## config.mk

```make
export PLATFORM = sky130hd
export DESIGN_NAME = alarm_cmp
export DESIGN_NICKNAME = d
export VERILOG_FILES = /design/src/rtl/alarm_cmp.sv
export SDC_FILE = /design/constraint.sdc
export NUM_CORES = 1
export LEC_CHECK = 0
export ABC_AREA = 1
export BUFFER_PORTS_ARGS = -buffer_cell sky130_fd_sc_hd__clkbuf_2
export CORE_MARGIN = 2
export CORE_UTILIZATION = 59
export DETAILED_ROUTE_END_ITERATION = 8
export GPL_TIMING_DRIVEN = 0
export PLACE_DENSITY = 0.84
export SLEW_MARGIN = 20
export SYNTH_ARGS = -nofsm -noshare
export SYNTH_HDL_FRONTEND = slang
export SYNTH_SLANG_ARGS = --single-unit
```

## constraint.sdc

```tcl
create_clock -name clk -period 0.8 [get_ports clk]
set_input_delay 0.16 -clock clk [delete_from_list [all_inputs] [get_ports clk]]
set_output_delay 0.16 -clock clk [all_outputs]
set_load 0.01 [all_outputs]
```

## src/rtl/alarm_cmp.sv

```systemverilog
module alarm_cmp (
  input  logic       clk,
  input  logic       rst_n,
  input  logic       upd_stb,
  input  logic       freeze,
  input  logic       bin_mode,
  input  logic       h24_mode,
  input  logic [7:0] cur_sec,
  input  logic [7:0] cur_min,
  input  logic [7:0] cur_hour,
  input  logic [7:0] alm_sec,
  input  logic [7:0] alm_min,
  input  logic [7:0] alm_hour,
  input  logic       alm_ie,
  input  logic       flag_clr,
  output logic       alm_flag,
  output logic       alm_irq
);

  function automatic logic [7:0] dec(input logic [7:0] v, input logic bin);
    dec = bin ? v : ({4'd0, v[7:4]} * 8'd10 + {4'd0, v[3:0]});
  endfunction

  function automatic logic [7:0] hnorm(input logic [7:0] v, input logic bin,
                                       input logic h24);
    logic [7:0] raw;
    logic [7:0] base;
    raw  = dec({1'b0, v[6:0]}, bin);
    base = (raw == 8'd12) ? 8'd0 : raw;
    hnorm = h24 ? dec(v, bin) : (base + (v[7] ? 8'd12 : 8'd0));
  endfunction

  logic sec_ok, min_ok, hour_ok, hit;

  assign sec_ok  = (&alm_sec[7:6])  || (dec(cur_sec, bin_mode) == dec(alm_sec, bin_mode));
  assign min_ok  = (&alm_min[7:6])  || (dec(cur_min, bin_mode) == dec(alm_min, bin_mode));
  assign hour_ok = (&alm_hour[7:6]) ||
                   (hnorm(cur_hour, bin_mode, h24_mode) == hnorm(alm_hour, bin_mode, h24_mode));
  assign hit     = upd_stb && !freeze && sec_ok && min_ok && hour_ok;

  always_ff @(posedge clk or negedge rst_n) begin
    if (!rst_n) begin
      alm_flag <= 1'b0;
      alm_irq  <= 1'b0;
    end else begin
      alm_flag <= (alm_flag && !flag_clr) || hit;
      alm_irq  <= (alm_irq && !flag_clr) || (hit && alm_ie && (!alm_flag || flag_clr));
    end
  end

endmodule


```

==> key figures, run 1 <==
Place
  • Area after DPL: 3797 um^2
  • DP Worst Slack: -2.962 ns
  • IO Port Bufs: 55
  • DP HPWL: 6.968 mm
  • Gp weighted congestion: 0.9121

Synthesis
  • Synth async-reset ratio: 100.0%
  • Synthesized area per cell: 6.012 um^2
  • Count of cell types in the netlist: 36
  • Synth top area cells: ha_1 (19%), nand2_1 (18%), nand3_1 (9.1%)
  • Mapped Cells: 549
  • Post-synth EDFFs: 0
  • Share of the synthesized area in the top cell type: 18.95%
  • Commonest cells in the netlist: nand2_1 (158), inv_1 (79), nand3_1 (60), ha_1 (50), nor2_1 (35)
  • Seq/Total Area, Yosys: 1.516%
  • Synthesis-stage register bit count: 2
  • Synthesized area: 3301 um^2
  • Area leader, netlist: ha_1
  • Top-count cell post-synth: nand2_1
  • YS warnings: 0
  • Main synth FF type: dfrtp_1
  • Post-synth net total: 669

Clock tree
  • TritonCTS clock tree: built
  • Number of CTS-inserted buffers: 3
  • CTS sink cnt: 2
  • Clock Tree Root: clkbuf_8
  • Clock buffer depth: 2
  • Clock-pin slew on the worst setup and hold paths: 0.03 ns
  • H-tree Lvls: 1
  • Clock Latency Late Sink: 0.22 ns

Final layout
  • Synthesis-to-layout area growth: 25.89%
  • # diodes: 0
  • FILL cells: 444
  • Layout cells sized above 1: 23.47%
  • Design Area, Final: 4155 um^2
  • Final nets: 744

Routing
  • Number of routed nets with antenna violations: 0
  • DR top layer: met4
  • Metal2 WL: 4.469 mm
  • Post-route DRC: 0
  • DRT Pass-1 Iters: 5
  • Total Routed Length: 9.049 mm
  • Met1 WL: 3.868 mm
  • Drt wl/cell: 13.04 um
  • DR iter-0 viols: 231
  • DR vias/cell: 5.470
  • DR vias: 3796
  • Met3 wire length: 479 um

Critical path
  • FF-to-FF Start: alm_flag$_DFF_PN0_
  • Crit-path max cell delay: 0.43 ns
  • Reg-to-reg slack, setup: -0.05 ns
  • Worst r2r path cells: 3
  • Worst Setup Start Kind: input pin
  • Worst Path Buf+Inv: 3
  • Worst-path fanout max: 7
  • CP endpoint kind: register
  • Worst path required time: 0.95 ns
  • Critical-path cell list: clkbuf_8, ha_4, ha_4, nand3_4, nand3_4, nand2_1, nand3_2, nand2_4, nor4_4, nand3_1, inv_1, nor2_1, ha_2, inv_2, fa_1, xnor2_1, nand3_1, a21oi_2, nand3_1, nor2_1, nand3_1, nand2_2, nand3_2, nand2_1
  • Path type of the worst setup path: input pin to register
  • CP dominant cell by count: nand3_1
  • CP max-delay cell: fa_1
  • CP startpoint: alm_hour[4]
  • Delay-heaviest family, CP: simple AND/OR/NAND/NOR gates
  • R2r endpoint: alm_irq$_DFF_PN0_
  • Crit path DAT: 3.51 ns

Floorplanning
  • Site row count: 27
  • IO Count: 58
  • Die area: 6209 um^2
  • Core area: 5439 um^2
  • Die width: 78.80 um
  • Initial Util: 60.69%
  • Die height: 78.80 um

STA
  • Fin. Hold Viols: 0
  • Slew @ Worst Pin: 0.3901 ns
  • Fin. max-slew vios: 0
  • Worst-case clock skew: 0.002784 ns
  • Slew HR: 73.99%
  • Final min period: 3.356 ns
  • Maximum clock rate: 298.0 MHz
  • RSZ-0062 raised after global routing: yes
  • Final setup fails: 4
  • Final worst-path cycle share: 419.5%
  • Hold Slack: 0.2110 ns
  • Setup_tns: -5.240 ns
  • Final worst slack: -2.556 ns

Global route
  • Largest net degree at the start of global routing: 11
  • Initial antenna violation count: 0
  • GRT Overall Usage: 30.33%
  • GR Overflow Total: 0
  • First-pass GRT wire length: 15.55 mm
  • Vias in the first global route: 3798

Worst hold path
  • Hold Path Sink: alm_flag$_DFF_PN0_
  • Hold Crit Start: flag_clr
  • Hold depth: 4
  • Hold Crit Class: input pin to register

Power
  • Power per Cell Area: 884.7 nW/um^2
  • Pwr Total: 0.003676 W
  • Worst IR Drop VDD: 0.7081 mV
  • LEAKAGE: 2.248 nW

Status
  • Run status: finished, violations left
  • Failing checks: negative setup slack

Job
  • MaxCap Viol Count: 0
## layout by cell type (no fill, tap or decap), types with 3 or more instances in the layout
| cell type | instances |
|---|---|
| inv_2 | 9 |
| clkbuf_8 | 5 |
| xor2_1 | 17 |
| nand2_1 | 146 |
| inv_1 | 74 |
| or2_0 | 4 |
| clkbuf_2 | 49 |
| ha_4 | 10 |
| nor3_1 | 5 |
| nand2_2 | 13 |
| a21o_1 | 3 |
| nand3_4 | 3 |
| xnor2_1 | 20 |
| buf_4 | 18 |
| nand3_1 | 53 |
| nor2_1 | 34 |
| ha_1 | 38 |
| or2_1 | 5 |
| a21oi_1 | 19 |
| buf_2 | 5 |
| nand3_2 | 11 |
| o21ai_1 | 13 |
| a21boi_1 | 4 |
| o21ai_0 | 10 |
| nand4_1 | 6 |
| fa_1 | 12 |
## state kept, by name, indices dropped and copies added, names as in the netlist
register,count
alm_flag,1
alm_irq,1
## stage by stage
| stage | utilization, % | instances |
|---|---|---|
| 3_3_place_gp | 69.82 | 676 |
| 5_1_grt | 76.40 | 694 |
| 2_1_floorplan | - | 549 |
| 4_1_cts | 75.64 | 693 |
| 6_report | 76.40 | 694 |
| 3_5_place_dp | 69.82 | 676 |
## area by class of cell
cell class | instances | area, um^2 | share of cell area (%)
Inverter | 86 | 329.1 | 7.919
Clock buffer | 3 | 41.29 | 0.9937
Buffer | 10 | 66.31 | 1.596
Timing Repair Buffer | 72 | 467.9 | 11.26
Tap cell | 72 | 90.09 | 2.168
Sequential cell | 2 | 50.05 | 1.204
Multi-Input combinational cell | 449 | 3110 | 74.86
## kinds of logic (layout without fill, tap and decap cells)
family                     Yosys count  in the layout  share of synthesized area, %
and+or+nand+nor                    290            290                         38.70
adders and majority gates           64             64                         27.45
buffers and inverters               98            171                         12.40
xor gates and xnor gates            37             37                         9.818
DFF                                  2              2                         1.516
AOI/OAI and AO/OA                   58             58                         10.12
## tightest hold or removal path, stage by stage
cell	delay, ns
clkbuf_2	0.08
inv_1	0.05
nand2_1	0.05
nand2_1	0.05
## power by group
part | internal [W] | switching (W)
Combinational | 0.00137 | 0.00179
Clock | 0.000319 | 0.0000911
Sequential | 0.000103 | 0.000000409
Total | 0.00180 | 0.00188
## per-layer routing
| layer | track usage (%) | up-vias |
|---|---|---|
| met5 | 0 | - |
| met4 | 10.00 | 0 |
| met3 | 3.295 | 27 |
| met2 | 58.38 | 130 |
| met1 | 34.42 | 1717 |
| li1 | - | 1922 |
## worst max path at each step
stage	endpoint	slack [ns]	depth (start not counted)
after floorplan	alm_irq$_DFF_PN0_	-2.29	27
after global placement	alm_irq$_DFF_PN0_	-2.92	26
after detailed placement	alm_irq$_DFF_PN0_	-2.96	26
after CTS	alm_irq$_DFF_PN0_	-2.48	27
after global routing	alm_flag$_DFF_PN0_	-2.76	25
final	alm_irq$_DFF_PN0_	-2.56	24
## repair_timing
item	in CTS	in global routing
gates cloned	0	0
setup endpoints to repair	4	4
pin swaps	36	10
hold endpoints to repair	2	0
hold buffers	1	0
gates resized for setup	36	8
buffers inserted	15	1
No activity file was read; power rests on OpenSTA's default activity.
==> run 2: changes to the inputs <==
--- a/config.mk
+++ b/config.mk
@@ -5,13 +5,14 @@
 export SDC_FILE = /design/constraint.sdc
 export NUM_CORES = 1
 export LEC_CHECK = 0
-export ABC_AREA = 1
 export BUFFER_PORTS_ARGS = -buffer_cell sky130_fd_sc_hd__clkbuf_2
+export CELL_PAD_IN_SITES_DETAIL_PLACEMENT = 1
+export CELL_PAD_IN_SITES_GLOBAL_PLACEMENT = 2
 export CORE_MARGIN = 2
-export CORE_UTILIZATION = 59
+export CORE_UTILIZATION = 34
 export DETAILED_ROUTE_END_ITERATION = 8
 export GPL_TIMING_DRIVEN = 0
-export PLACE_DENSITY = 0.84
+export PLACE_DENSITY_LB_ADDON = 0.1
 export SLEW_MARGIN = 20
 export SYNTH_ARGS = -nofsm -noshare
 export SYNTH_HDL_FRONTEND = slang
==> constraint.sdc (replaced) <==
create_clock -name clk -period 3.65 [get_ports clk]
set_input_delay 0.73 -clock clk [delete_from_list [all_inputs] [get_ports clk]]
set_output_delay 0.73 -clock clk [all_outputs]
set_load 0.01 [all_outputs]
==> run 2 against run 1 <==
  * The run still ends with negative setup slack left
  * Final area increased by 0.63%
  * Cell count decreased by 11%
  * Global-route usage decreased by 9.7 points
  * Die area increased by 67%
  * Clock skew decreased by 0.0015 ns
  * Non-clock buffer count decreased by 3
  * First-iteration DRC count decreased by 82%
  * Area after synthesis decreased by 1.1%
  * Core utilization decreased by 31 points
  * Wire length increased by 13%
  * Worst hold slack improved by 0.088 ns
  * Critical path type unchanged
  * Largest cell class unchanged
==> key figures, run 2 <==
Critical path
  • Worst r2r path cells: 3 (unchanged)
  • CP max-delay cell: or4_4
  • CP endpoint kind: register
  • Crit-path max cell delay: 0.52 ns (+0.09 ns)
  • Path type of the worst setup path: input pin to register
  • Crit path DAT: 4.64 ns (+1.13 ns)
  • R2r endpoint: alm_irq$_DFF_PN0_
  • Critical-path cell list: clkbuf_16, ha_4, inv_2, fa_2, nor3_2, a31oi_1, or4_4, a2111oi_4, or2_4, inv_2, ha_4, a21o_1, nor2b_2, nand4_1, a32oi_2, xnor2_1, or4_4, o2bb2a_4, o32ai_2
  • FF-to-FF Start: alm_flag$_DFF_PN0_
  • Worst-path fanout max: 3 (-4)
  • Worst Setup Start Kind: input pin
  • Worst path required time: 3.76 ns (+2.81 ns)
  • Reg-to-reg slack, setup: 2.76 ns (+2.81 ns)

Worst hold path
  • Hold Crit Class: input pin to asynchronous set/reset pin

Synthesis
  • YS warnings: 0 (unchanged)
  • Mapped Cells: 417 (-24%)
  • Mux share of post-synthesis cell area: 2.876% (+2.9 points)
  • Area leader, netlist: ha_1
  • Synthesized area: 3263 um^2 (-1.1%)
  • Commonest cells in the netlist: ha_1 (50), xnor2_1 (47), inv_1 (35), nor2_1 (31), o21ai_0 (27)
  • Synthesis-stage register bit count: 2 (unchanged)
  • Post-synth net total: 537 (-20%)
  • Post-synth EDFFs: 0 (unchanged)
  • Simple-gate share of the synthesized area: 20.82% (-18 points)
  • Synth async-reset ratio: 100.0% (unchanged)
  • Seq/Total Area, Yosys: 1.534% (+0.017 points)
  • Synthesized area per cell: 7.825 um^2 (+30%)
  • Post-synthesis xor/xnor area fraction: 20.32% (+11 points)
  • Count of cell types in the netlist: 63 (+75%)
  • Main combinational cell family by area after synthesis: adder cells
  • Synth top area cells: ha_1 (19%), xnor2_1 (13%), fa_1 (8.6%)
  • Adder-Cell Fraction of Synth Area: 27.76% (+0.32 points)
  • Top-count cell post-synth: ha_1
  • Synth Area in Compound Gates: 20.94% (+11 points)
  • Main synth FF type: dfrtp_1
  • Share of the synthesized area in the top cell type: 19.17% (+0.22 points)

STA
  • Hold Slack: 0.2988 ns (+0.08778 ns)
  • Fin. Hold Viols: 0 (unchanged)
  • Slew HR: 66.02% (-8.0 points)
  • RSZ-0062 raised after global routing: yes
  • Final min period: 4.525 ns
  • Slew @ Worst Pin: 0.5061 ns (+0.1159 ns)
  • Fin. max-slew vios: 0 (unchanged)
  • Final worst-path cycle share: 124.0%
  • Final worst slack: -0.8747 ns (+1.681 ns)
  • Final setup fails: 2 (-2)
  • Maximum clock rate: 221.0 MHz
  • Worst-case clock skew: 0.001307 ns (-0.001476 ns)

Final layout
  • Commonest cells after routing, fill and taps aside: clkbuf_2 (48), xnor2_1 (47), ha_1 (41), inv_1 (32), nor2_1 (31)
  • Commonest non-fill, non-tap cell in the layout: clkbuf_2
  • Layout cells sized above 1: 26.49% (+3.0 points)
  • Biggest regs: alm_flag: 1 flops, alm_irq: 1 flops
  • Synthesis-to-layout area growth: 28.14%
  • Final core occ: 45.04% (-31 points)
  • Design Area, Final: 4182 um^2 (+0.63%)
  • Layout Cells excl Fill: 616 (-11%)
  • Final nets: 609 (-18%)
  • # diodes: 0 (unchanged)

Floorplanning
  • IO Count: 58 (unchanged)
  • Die height: 102.0 um (+29%)
  • Die area: 10400 um^2 (+67%)
  • Die width: 102.0 um (+29%)
  • Site row count: 35 (+30%)
  • Initial Util: 35.15% (-26 points)
  • Core area: 9284 um^2 (+71%)

Routing
  • DR vias/cell: 5.336 (-2.4%)
  • Drt wl/cell: 16.60 um (+27%)
  • DRT Pass-1 Iters: 4 (-1)
  • DR vias: 3287 (-13%)
  • Number of routed nets with antenna violations: 0 (unchanged)
  • DR iter-0 viols: 41 (-82%)
  • Total Routed Length: 10.23 mm (+13%)
  • Post-route DRC: 0 (unchanged)

Place
  • DP HPWL: 8.634 mm (+24%)
  • Area after DPL: 3844 um^2 (+1.2%)
  • Placed cell count: 601 (-11%)
  • Gp weighted congestion: 0.8232 (-9.7%)
  • IO Port Bufs: 55 (unchanged)

Clock tree
  • TritonCTS clock tree: built
  • CTS Hold Bufs: 0 (-1)
  • Clock Tree Root: clkbuf_8
  • Clock Latency Late Sink: 0.21 ns (about the same)
  • CTS sink cnt: 2 (unchanged)
  • Clock buffer depth: 2 (unchanged)
  • H-tree Lvls: 1 (unchanged)
  • Clock-pin slew on the worst setup and hold paths: 0.03 ns (about the same)
  • Number of CTS-inserted buffers: 3 (unchanged)

Status
  • Failing checks: negative setup slack
  • Run status: finished, violations left

Power
  • Worst IR Drop VDD: 0.1401 mV (-80%)
  • Power per Cell Area: 215.7 nW/um^2 (-76%)
  • LEAKAGE: 1.831 nW (-19%)

Global route
  • First-pass GRT wire length: 17.14 mm (+10%)
  • Most Crowded Layer GR: met2
  • GRT met2 Usage: 35.27% (-23 points)
  • M1 GR Usage: 29.42% (-5.0 points)
  • Vias in the first global route: 3413 (-10%)
  • GR Overflow Total: 0 (unchanged)
  • Initial antenna violation count: 0 (unchanged)
  • Met3 Use GR: 1.505% (-1.8 points)
  • Largest net degree at the start of global routing: 11 (unchanged)
  • GRT Overall Usage: 20.59% (-9.7 points)

Job
  • MaxCap Viol Count: 0 (unchanged)
==> run 2: changes by cell type in the layout (fill, tap and decap cells not counted), moves of 11 or more <==
cell / delta
inv_1: -42
nand2_2: -12
nand3_1: -43
xnor2_1: +27
nor2b_1: +11
nand2_1: -122
o21ai_0: +12
o21ai_1: -11
==> run 2: critical path, delay by kind of cell <==
kind                       cells  cell delay (ns)
and+or+nand+nor                6             1.65
AOI/OAI and AO/OA              6             1.08
adders and majority gates      3             0.86
buffers and inverters          3             0.22
xor gates and xnor gates       1             0.09
==> run 2: report_power, final <==
group          switching (W)  internal, W  leakage, nW
logic               0.000408     0.000385         1.78
clock network      0.0000174    0.0000697       0.0216
registers       0.0000000508    0.0000225       0.0279
total               0.000425     0.000477         1.83
==> run 2: cell families after synthesis <==
logic type / Yosys count
AND/OR/NAND/NOR: 130
buffers and inverters: 47
AO/OA/AOI/OAI: 95
multiplexers: 8
flip-flops: 2
adder cells (fa/ha/maj): 64
XOR/XNOR: 71
==> run 2: cell type report <==
| class | count | area (um^2) |
|---|---|---|
| inverter | 35 | 131.4 |
| multi-input combinational | 368 | 3274 |
| sequential | 2 | 50.05 |
| clock buffer | 3 | 41.29 |
| fill | 1133 | 5102 |
| tap | 129 | 161.4 |
| timing repair buffer | 68 | 432.9 |
| buffer | 11 | 90.09 |
==> run 2: how the worst max path moves through the flow <==
stage                            from                end  slack (ns)
final                     cur_hour[4]  alm_irq$_DFF_PN0_       -0.87
after global routing      cur_hour[4]  alm_irq$_DFF_PN0_       -1.04
after CTS                 cur_hour[4]  alm_irq$_DFF_PN0_       -0.87
after detailed placement     bin_mode  alm_irq$_DFF_PN0_       -1.56
after global placement       bin_mode  alm_irq$_DFF_PN0_       -1.55
after floorplan           cur_hour[1]  alm_irq$_DFF_PN0_       -0.81
==> run 2: metrics by stage <==
step                setup WS (ns)  power (W)  setup TNS [ns]
floorplan                 -0.8069  0.0005709          -1.531
global placement           -1.555  0.0007431          -3.032
detailed placement         -1.559  0.0007601          -3.026
CTS                       -0.8665  0.0008954          -1.608
global route               -1.040  0.0009985          -1.938
finish                    -0.8747  0.0009021          -1.628
==> run 2: routing by layer <==
metal,vias to the layer above,routed length [um],share of wire [%]
met5,-,0,0
met4,0,41,0.40
met3,6,231,2.3
met2,43,4712,46
met1,1596,5242,51
li1,1642,-,-
==> run 2: what timing repair did <==
item,4_1_cts,5_1_grt
buffers inserted,11,2
pin swaps,11,4
resized for setup,37,10
setup endpoints to repair,2,2
endpoints found under the hold margin,0,0
==> run 3: changes to the inputs <==
--- a/config.mk
+++ b/config.mk
@@ -8,7 +8,6 @@
 export BUFFER_PORTS_ARGS = -buffer_cell sky130_fd_sc_hd__clkbuf_2
 export CELL_PAD_IN_SITES_DETAIL_PLACEMENT = 1
 export CELL_PAD_IN_SITES_GLOBAL_PLACEMENT = 2
-export CORE_MARGIN = 2
 export CORE_UTILIZATION = 34
 export DETAILED_ROUTE_END_ITERATION = 8
 export GPL_TIMING_DRIVEN = 0
==> constraint.sdc (replaced) <==
create_clock -name clk -period 3.65 [get_ports clk]
set_input_delay 0.365 -clock clk [delete_from_list [all_inputs] [get_ports clk]]
set_output_delay 0.365 -clock clk [all_outputs]
set_load 0.01 [all_outputs]
==> run 3 against run 2 <==
  * Sequential share of layout area is essentially flat
  * The run still ends with negative setup slack left
  * Clock skew is essentially flat
  * Via count grew 0.76%
  * Non-clock buffer count grew 6
  * Sequential power is essentially flat
  * Register-to-register slack lost 0.05 ns
==> key figures, run 3 (synthesized netlist as in run 2, its figures left out) <==
Worst hold path
  • Hold Crit Class: input pin to register

STA
  • Slew @ Worst Pin: 0.4901 ns (-0.01594 ns)
  • Fin. Hold Viols: 0 (unchanged)
  • Worst-case clock skew: 0.001157 ns (-0.0001501 ns)
  • Final worst slack: -0.5653 ns (+0.3094 ns)
  • Final min period: 4.215 ns (-0.3094 ns)
  • Setup_tns: -1.114 ns (+0.5140 ns)
  • Hold Slack: 0.3979 ns (+0.09905 ns)
  • Maximum clock rate: 237.2 MHz (+7.3%)
  • Final worst-path cycle share: 115.5% (-8.5 points)
  • RSZ-0062 raised after global routing: yes
  • Fin. max-slew vios: 0 (unchanged)
  • Final setup fails: 2 (unchanged)
  • Slew HR: 67.09% (+1.1 points)

Routing
  • Drt wl/cell: 17.42 um (+4.9%)
  • Number of routed nets with antenna violations: 0 (unchanged)
  • DR vias/cell: 5.325 (-0.21%)
  • Total Routed Length: 10.83 mm (+5.9%)
  • Post-route DRC: 0 (unchanged)
  • DRT Pass-1 Iters: 4 (unchanged)
  • DR vias: 3312 (+0.76%)
  • DR iter-0 viols: 72 (+76%)

Final layout
  • Synthesis-to-layout area growth: 31.86%
  • FILL cells: 1167 (+3.0%)
  • Layout cells sized above 1: 28.80% (+2.3 points)
  • # diodes: 0 (unchanged)
  • Layout Cells excl Fill: 622 (+0.97%)
  • Commonest cells after routing, fill and taps aside: xnor2_1 (47), clkbuf_2 (46), ha_1 (38), inv_1 (31), nor2_1 (27)
  • Final nets: 615 (+0.99%)
  • Commonest non-fill, non-tap cell in the layout: xnor2_1
  • Design Area, Final: 4303 um^2 (+2.9%)
  • Biggest regs: alm_flag: 1 flops, alm_irq: 1 flops

Clock tree
  • Number of CTS-inserted buffers: 3 (unchanged)
  • H-tree Lvls: 1 (unchanged)
  • TritonCTS clock tree: built
  • Clock buffer depth: 2 (unchanged)
  • CTS sink cnt: 2 (unchanged)
  • Clock-pin slew on the worst setup and hold paths: 0.03 ns (about the same)
  • Clock Latency Late Sink: 0.21 ns (about the same)
  • Clock Tree Root: clkbuf_8

Global route
  • GR Overflow Total: 0 (unchanged)
  • Vias in the first global route: 3501 (+2.6%)
  • Largest net degree at the start of global routing: 11 (unchanged)
  • GRT Overall Usage: 21.94% (+1.4 points)
  • First-pass GRT wire length: 17.57 mm (+2.5%)
  • Initial antenna violation count: 0 (unchanged)

Place
  • DP HPWL: 8.851 mm (+2.5%)
  • Placed cell count: 601 (unchanged)
  • IO Port Bufs: 55 (unchanged)
  • Area after DPL: 3844 um^2 (unchanged)
  • Gp weighted congestion: 0.7705 (-6.4%)

Power
  • Clock network power share: 9.4% (-0.3 points)
  • Sequential fraction of design power: 2.4% (about the same)
  • Comb pwr share: 88.2% (+0.4 points)
  • Worst IR Drop VDD: 0.1189 mV (-15%)
  • Switch Pwr: 0.0004407 W (+3.7%)
  • Pint: 0.0004946 W (+3.7%)
  • Switching share of power: 47.12% (about the same)
  • Power per Cell Area: 217.4 nW/um^2 (+0.76%)
  • LEAKAGE: 1.865 nW (+1.9%)

Floorplanning
  • Die width: 99.97 um (-2.0%)
  • Site row count: 35 (unchanged)
  • IO Count: 58 (unchanged)
  • Die area: 9993 um^2 (-3.9%)
  • Initial Util: 35.15% (unchanged)
  • Core area: 9284 um^2 (unchanged)
  • Die height: 99.97 um (-2.0%)

Critical path
  • CP endpoint kind: register
  • CP max-delay cell: or4_4
  • Worst Setup Start Kind: input pin
  • Critical-path cell list: clkbuf_8, ha_4, ha_1, ha_1, or4b_1, nand3_2, a2111oi_4, or2_4, buf_4, buf_4, fa_1, xnor2_1, xnor2_1, o21ai_0, or4_4, o2bb2a_4, o32ai_4
  • Path type of the worst setup path: input pin to register
  • Crit path DAT: 4.33 ns (-0.31 ns)
  • Crit-path max cell delay: 0.56 ns (+0.04 ns)
  • Worst-path fanout max: 6 (+3)
  • Worst Path Buf+Inv: 3 (unchanged)
  • Delay-heaviest family, CP: simple AND/OR/NAND/NOR gates
  • Worst path required time: 3.76 ns (about the same)

Job
  • MaxCap Viol Count: 0 (unchanged)

Status
  • Failing checks: negative setup slack
  • Run status: finished, violations left
## run 3: per-stage QoR
step	util [%]	power [W]	setup slack (ns)
4_1_cts	44.62	0.0009027	-0.5199
2_1_floorplan	-	0.0005709	-0.4419
5_1_grt	46.35	0.001025	-0.7321
3_5_place_dp	41.40	0.0007643	-1.205
3_3_place_gp	41.40	0.0007447	-1.198
6_report	46.35	0.0009353	-0.5653
## run 3: metal layers
layer	GRT usage, %	wire length, um
met1	30.52	5277
met5	0	0
met4	1.810	7
met2	38.30	5272
met3	1.811	274
## run 3: layout make-up
class                   count  area (um^2)  share of cell area (%)
plain buffers              10        87.58                   2.035
clock buffers               3        41.29                  0.9596
flip-flops and latches      2        50.05                   1.163
well taps                 129        161.4                   3.751
inverters                  35        131.4                   3.053
multi-input cells         368         3323                   77.23
repair buffers             75        508.0                   11.81
## run 3: timing repair
action | CTS | global route
setup endpoints to repair | 2 | 2
gates resized for setup | 42 | 28
pin swaps | 14 | 21
setup buffers | 10 | 9
endpoints found under the hold margin | 2 | 0
hold buffers | 1 | 0
## run 3: power by group through the flow
stage               Clock (W)  Combinational, W  Sequential, W
finish              0.0000875          0.000825      0.0000225
global route        0.0000931          0.000909      0.0000225
CTS                 0.0000902          0.000790      0.0000225
detailed placement          0          0.000742      0.0000227
global placement            0          0.000722      0.0000227
floorplan                   0          0.000548      0.0000228
## run 3: worst paths after layout
path                                    start            endpoint  slack (ns)  cells past startpoint
max in group asynchronous               rst_n   alm_irq$_DFF_PN0_        3.07                      2
setup / recovery                  cur_hour[6]   alm_irq$_DFF_PN0_       -0.57                     17
min in group asynchronous               rst_n  alm_flag$_DFF_PN0_        0.48                      2
setup reg to reg           alm_flag$_DFF_PN0_   alm_irq$_DFF_PN0_        2.71                      3
hold / removal                       flag_clr   alm_irq$_DFF_PN0_        0.40                      2
hold reg to reg            alm_flag$_DFF_PN0_  alm_flag$_DFF_PN0_        0.54                      2
